--- src/rtl/sram_async_ctrl.sv ---
`timescale 1ns/1ps
module sram_async_ctrl #(
  parameter int ADDR_W   = 17,
  parameter int DATA_W   = 8,
  parameter int CLK_PS   = 20000,
  parameter int T_AA_PS  = 10000,
  parameter int T_OE_PS  = 5000,
  parameter int T_WP_PS  = 7000,
  parameter int T_AW_PS  = 8000,
  parameter int T_DW_PS  = 5000,
  parameter int T_OHZ_PS = 3000,
  parameter int T_RC_PS  = 10000
) (
  input  logic              clk,
  input  logic              rst_n,
  input  logic              req_valid,
  output logic              req_ready,
  input  logic              req_write,
  input  logic [ADDR_W-1:0] req_addr,
  input  logic [DATA_W-1:0] req_wdata,
  output logic              rsp_done,
  output logic [DATA_W-1:0] rsp_rdata,
  output logic [ADDR_W-1:0] mem_addr,
  output logic              mem_cs_n,
  output logic              mem_cs,
  output logic              mem_we_n,
  output logic              mem_oe_n,
  output logic [DATA_W-1:0] mem_dq_o,
  output logic              mem_dq_oe,
  input  logic [DATA_W-1:0] mem_dq_i
);

  function automatic int cyc(input int t_ps);
    return (t_ps + CLK_PS - 1) / CLK_PS;
  endfunction

  function automatic int imax(input int a, input int b);
    return (a > b) ? a : b;
  endfunction

  localparam int N_RD  = imax(imax(1, cyc(T_AA_PS)), imax(cyc(T_OE_PS), cyc(T_RC_PS) - 2));
  localparam int N_WP  = imax(imax(1, cyc(T_WP_PS)), imax(cyc(T_AW_PS) - 1, cyc(T_DW_PS) - 1));
  localparam int N_REC = imax(1, cyc(T_RC_PS) - 1 - N_WP);
  localparam int N_TA  = imax(1, cyc(T_OHZ_PS));
  localparam int N_MAX = imax(imax(N_RD, N_WP), imax(N_REC, N_TA));
  localparam int CNT_W = imax(1, $clog2(N_MAX + 1));

  typedef enum logic [2:0] {
    IDLE, READ_SETUP, READ_WAIT, READ_CAPTURE,
    TURNAROUND, WRITE_SETUP, WRITE_PULSE, WRITE_RECOVER
  } st_t;

  st_t              st, nxt;
  logic [CNT_W-1:0] cnt, cnt_nxt;
  logic             last_rd;
  logic             accept;

  assign req_ready = (st == IDLE);
  assign accept    = req_ready && req_valid;

  function automatic logic [CNT_W-1:0] phase_len(input st_t s);
    case (s)
      READ_WAIT:     return CNT_W'(N_RD - 1);
      TURNAROUND:    return CNT_W'(N_TA - 1);
      WRITE_PULSE:   return CNT_W'(N_WP - 1);
      WRITE_RECOVER: return CNT_W'(N_REC - 1);
      default:       return '0;
    endcase
  endfunction

  always_comb begin
    nxt = st;
    case (st)
      IDLE:          if (req_valid) nxt = req_write ? (last_rd ? TURNAROUND : WRITE_SETUP) : READ_SETUP;
      READ_SETUP:    nxt = READ_WAIT;
      READ_WAIT:     if (cnt == '0) nxt = READ_CAPTURE;
      READ_CAPTURE:  nxt = IDLE;
      TURNAROUND:    if (cnt == '0) nxt = WRITE_SETUP;
      WRITE_SETUP:   nxt = WRITE_PULSE;
      WRITE_PULSE:   if (cnt == '0) nxt = WRITE_RECOVER;
      WRITE_RECOVER: if (cnt == '0) nxt = IDLE;
      default:       nxt = IDLE;
    endcase
    cnt_nxt = (nxt != st) ? phase_len(nxt) : cnt - 1'b1;
  end

  always_ff @(posedge clk or negedge rst_n) begin
    if (!rst_n) begin
      st        <= IDLE;
      cnt       <= '0;
      last_rd   <= 1'b0;
      mem_cs_n  <= 1'b1;
      mem_cs    <= 1'b0;
      mem_we_n  <= 1'b1;
      mem_oe_n  <= 1'b1;
      mem_dq_oe <= 1'b0;
      mem_addr  <= '0;
      mem_dq_o  <= '0;
      rsp_rdata <= '0;
      rsp_done  <= 1'b0;
    end else begin
      st        <= nxt;
      cnt       <= cnt_nxt;
      mem_cs_n  <= (nxt == IDLE) || (nxt == TURNAROUND);
      mem_cs    <= (nxt != IDLE) && (nxt != TURNAROUND);
      mem_we_n  <= (nxt != WRITE_PULSE);
      mem_oe_n  <= !((nxt == READ_SETUP) || (nxt == READ_WAIT));
      mem_dq_oe <= (nxt == WRITE_SETUP) || (nxt == WRITE_PULSE) || (nxt == WRITE_RECOVER);
      rsp_done  <= (nxt == READ_CAPTURE) || (st == WRITE_RECOVER && nxt == IDLE);
      if (accept) begin
        mem_addr <= req_addr;
        mem_dq_o <= req_wdata;
        last_rd  <= !req_write;
      end
      if (st == READ_WAIT && nxt == READ_CAPTURE) rsp_rdata <= mem_dq_i;
    end
  end

endmodule


--- config.mk ---
export PLATFORM = sky130hd
export DESIGN_NAME = sram_async_ctrl
export DESIGN_NICKNAME = d
export VERILOG_FILES = /design/src/rtl/sram_async_ctrl.sv
export SDC_FILE = /design/constraint.sdc
export NUM_CORES = 1
export LEC_CHECK = 0
export BUFFER_PORTS_ARGS = -buffer_cell sky130_fd_sc_hd__buf_2
export CAP_MARGIN = 20
export CELL_PAD_IN_SITES_DETAIL_PLACEMENT = 0
export CELL_PAD_IN_SITES_GLOBAL_PLACEMENT = 2
export CORE_MARGIN = 2
export CORE_UTILIZATION = 27
export CTS_CLUSTER_SIZE = 8
export DETAILED_ROUTE_END_ITERATION = 6
export GPL_ROUTABILITY_DRIVEN = 0
export PLACE_DENSITY = 0.81
export SLEW_MARGIN = 30
export SYNTH_ARGS = -nofsm -noshare
export SYNTH_HDL_FRONTEND = slang
export SYNTH_SLANG_ARGS = --single-unit
--- constraint.sdc ---
create_clock -name clk -period 1.7 [get_ports clk]
set_input_delay 0.17 -clock clk [delete_from_list [all_inputs] [get_ports clk]]
set_output_delay 0.17 -clock clk [all_outputs]
set_load 0.02 [all_outputs]
==> run metrics <==
Longest Clk Path Bufs=2; total grt overflow=0; complex-gate fraction of the synthesized area=4.34%; Mean Syn Cell Area=14.6 sq um; met2 usage=18.2%; CTS buffer count=5; HP Class=primary input to flop; Hold Crit Depth=2; Cell Pwr Density=2020 nW/um^2; synthesized net count=157; largest family of logic cells by synthesized area=multiplexers; GR Util met1=12.7%; Worst Setup End Kind=output port; met3 Resource Use GR=2.16%; Post-Synth XOR/XNOR Area=0.498%; clk_skew=0.00700 ns; simple-gate share of the synthesized area=7.54%; Setup TNS=0 ns; final WL=3600 um; crit path kind=flop to output port; Port-buffer cells=76; Via density=4.40; antenna viol nets, final=0; Worst R2R Path Depth=3; clk sinks=44; top post-synthesis cells by area=dfrtp_1, mux2_2, dfstp_2, nor4b_4, buf_6; launch point of the worst reg-to-reg path=st[2]; reg-to-reg endpoint=mem_dq_o[6]; status=completed; Area growth syn-to-layout=35.2%; final non-filler cell total=285; H-tree levels=2; vias in the first global route=1,257; FF-to-FF setup slack=0.26 ns; largest net degree at the start of global routing=25; Post-Syn Instances=120; count of different cell masters after synthesis=30; Initial Utilization=27.8%; grt peak-use layer=met2; TritonCTS clock tree=yes; worst path arrival time=1.33 ns; Most used DFF post-synth=dfrtp_1; dpl cell area=2270 sq um; Power Total=0.00481 W; Post-synth top cells=dfrtp_1, mux2_2, nor2_1; Req. time, crit path=1.53 ns; core footprint=6310 sq um; first-pass GRT wire length=6030 um; Max Slew Vio Count=0; DP HPWL=2720 um; clock-pin slew of the registers on the worst-case setup and hold paths=0.08 ns; Hold Crit Endpoint=mem_addr[9]; final-report setup violation count=0; CTS root buf=clkbuf_8; Worst-Skew Late Latency=0.29 ns; Max Fanout on Critical Path=12; worst hold start=req_addr[9]; Worst VDD drop=0.000650 V; Overall Global Routing Usage=10.6%; DIE AREA=7170 sq um; RSZ-0062 raised after global routing=false; Initial DRC Count=17; Ant. Diodes=0; initial antenna violation count=0; Yosys reg bits=44; proportion of layout cells with a drive suffix above 1=63.5%; multiplexer area fraction after synthesis=21.7%; via count=1,253; IO Count=77; Tcrit/Tclk final=88.5%; Synth area leader=dfrtp_1; post-synth top area share=58.4%; startpoint types=flop; f_max=665 MHz; sequential fraction of the synthesis area=62.8%; die width=84.7 um; crit path time final=1.50 ns; routed len/inst=12.6 um; count leader, synth=dfrtp_1; nets=244; Max Cap Viol=0; YS warnings=0; Initial DRT Pass Iterations=4; Leak=1.15 nW; placed instance count=276; Die Ht=84.7 um; final hold vios=0; cell area after layout=2380 sq um; Mapped Area=1760 sq um; asr flop ratio synth=100%; Slew HR=64.7%; adder-cell share of the synthesized area=0%; std cell rows=29; DRC=0; Post-synth EDFFs=0; Slew @ Worst Pin=0.530 ns
[repair_timing]
action / CTS / global route
hold endpoints to repair: 21 / 0
hold buffers: 1 / 0
setup buffers: 0 / 0
resized for setup: 0 / 1
setup endpoints to repair: 0 / 1
[state kept, by name, indices dropped and copies added, names as in the netlist]
name,count
mem_addr,17
mem_dq_o,8
rsp_rdata,8
st,3
cnt,1
last_rd,1
mem_cs,1
mem_cs_n,1
mem_dq_oe,1
mem_oe_n,1
mem_we_n,1
rsp_done,1
[worst max path at each step]
stage,startpoint,endpoint,slack [ns],cells past startpoint
2_1_floorplan,st[0],mem_addr[2],0.08,4
5_1_grt,st[2],req_ready,0.08,3
6_report,st[2],req_ready,0.20,3
3_3_place_gp,st[2],mem_addr[12],0.28,3
4_1_cts,st[2],req_ready,0.07,3
3_5_place_dp,st[2],mem_addr[11],0.25,3
[per-stage QoR]
| stage | util, % | hold slack [ns] | setup WS [ns] |
|---|---|---|---|
| floorplan | - | -0.126 | 0.0770 |
| global placement | 35.9 | 0.193 | 0.279 |
| detailed placement | 35.9 | 0.189 | 0.251 |
| CTS | 37.6 | 0.0873 | 0.0695 |
| global route | 37.6 | 0.0797 | 0.0797 |
| finish | 37.6 | 0.0974 | 0.196 |
[critical path: stages (launching register included)]
cell and delay (ns):
dfrtp_1 0.41, buf_4 0.19, nor3_2 0.24, buf_2 0.21
[final cells by class]
type                    instances  area [sq um]
clock buffers                   6          82.6
clock inverters                 2          10.0
fillers                       649          3940
inverters                       2          7.51
multi-input cells              68           604
flip-flops and latches         44          1100
well taps                      77          96.3
repair buffers                 86           470
[power breakdown]
part / total, W / internal (W) / switching, W
Clock: 0.000658 / 0.000324 / 0.000334
Sequential: 0.00181 / 0.00158 / 0.000232
Combinational: 0.00234 / 0.00103 / 0.00131
Total: 0.00481 / 0.00294 / 0.00187
[per-layer routing]
metal  wire [um]  share of wire (%)
met1        1530                 42
met2        1850                 51
met3         157                4.4
met4          70                1.9
met5           0                  0
[layout by cell type (no fill, tap or decap), drive strengths merged, types with 2 or more instances in the layout]
cell    netlist  layout
buf           5      85
o21ai         3       3
inv           2       2
mux2         33      33
nand2b        2       2
nor2          6       6
a21oi         3       3
nor3          3       3
clkbuf        1       6
and3          3       3
nand2         3       3
dfstp         3       3
clkinv        0       2
dfrtp        41      41
[cells by family (layout without fill, tap and decap cells)]
group | count (synthesis) | in the layout
AOI/OAI and AO/OA | 12 | 12
xor gates and xnor gates | 1 | 1
buffers and inverters | 8 | 96
DFF | 44 | 44
muxes | 34 | 34
and+or+nand+nor | 21 | 21
Note: power is estimated with default switching activity, not from simulation.
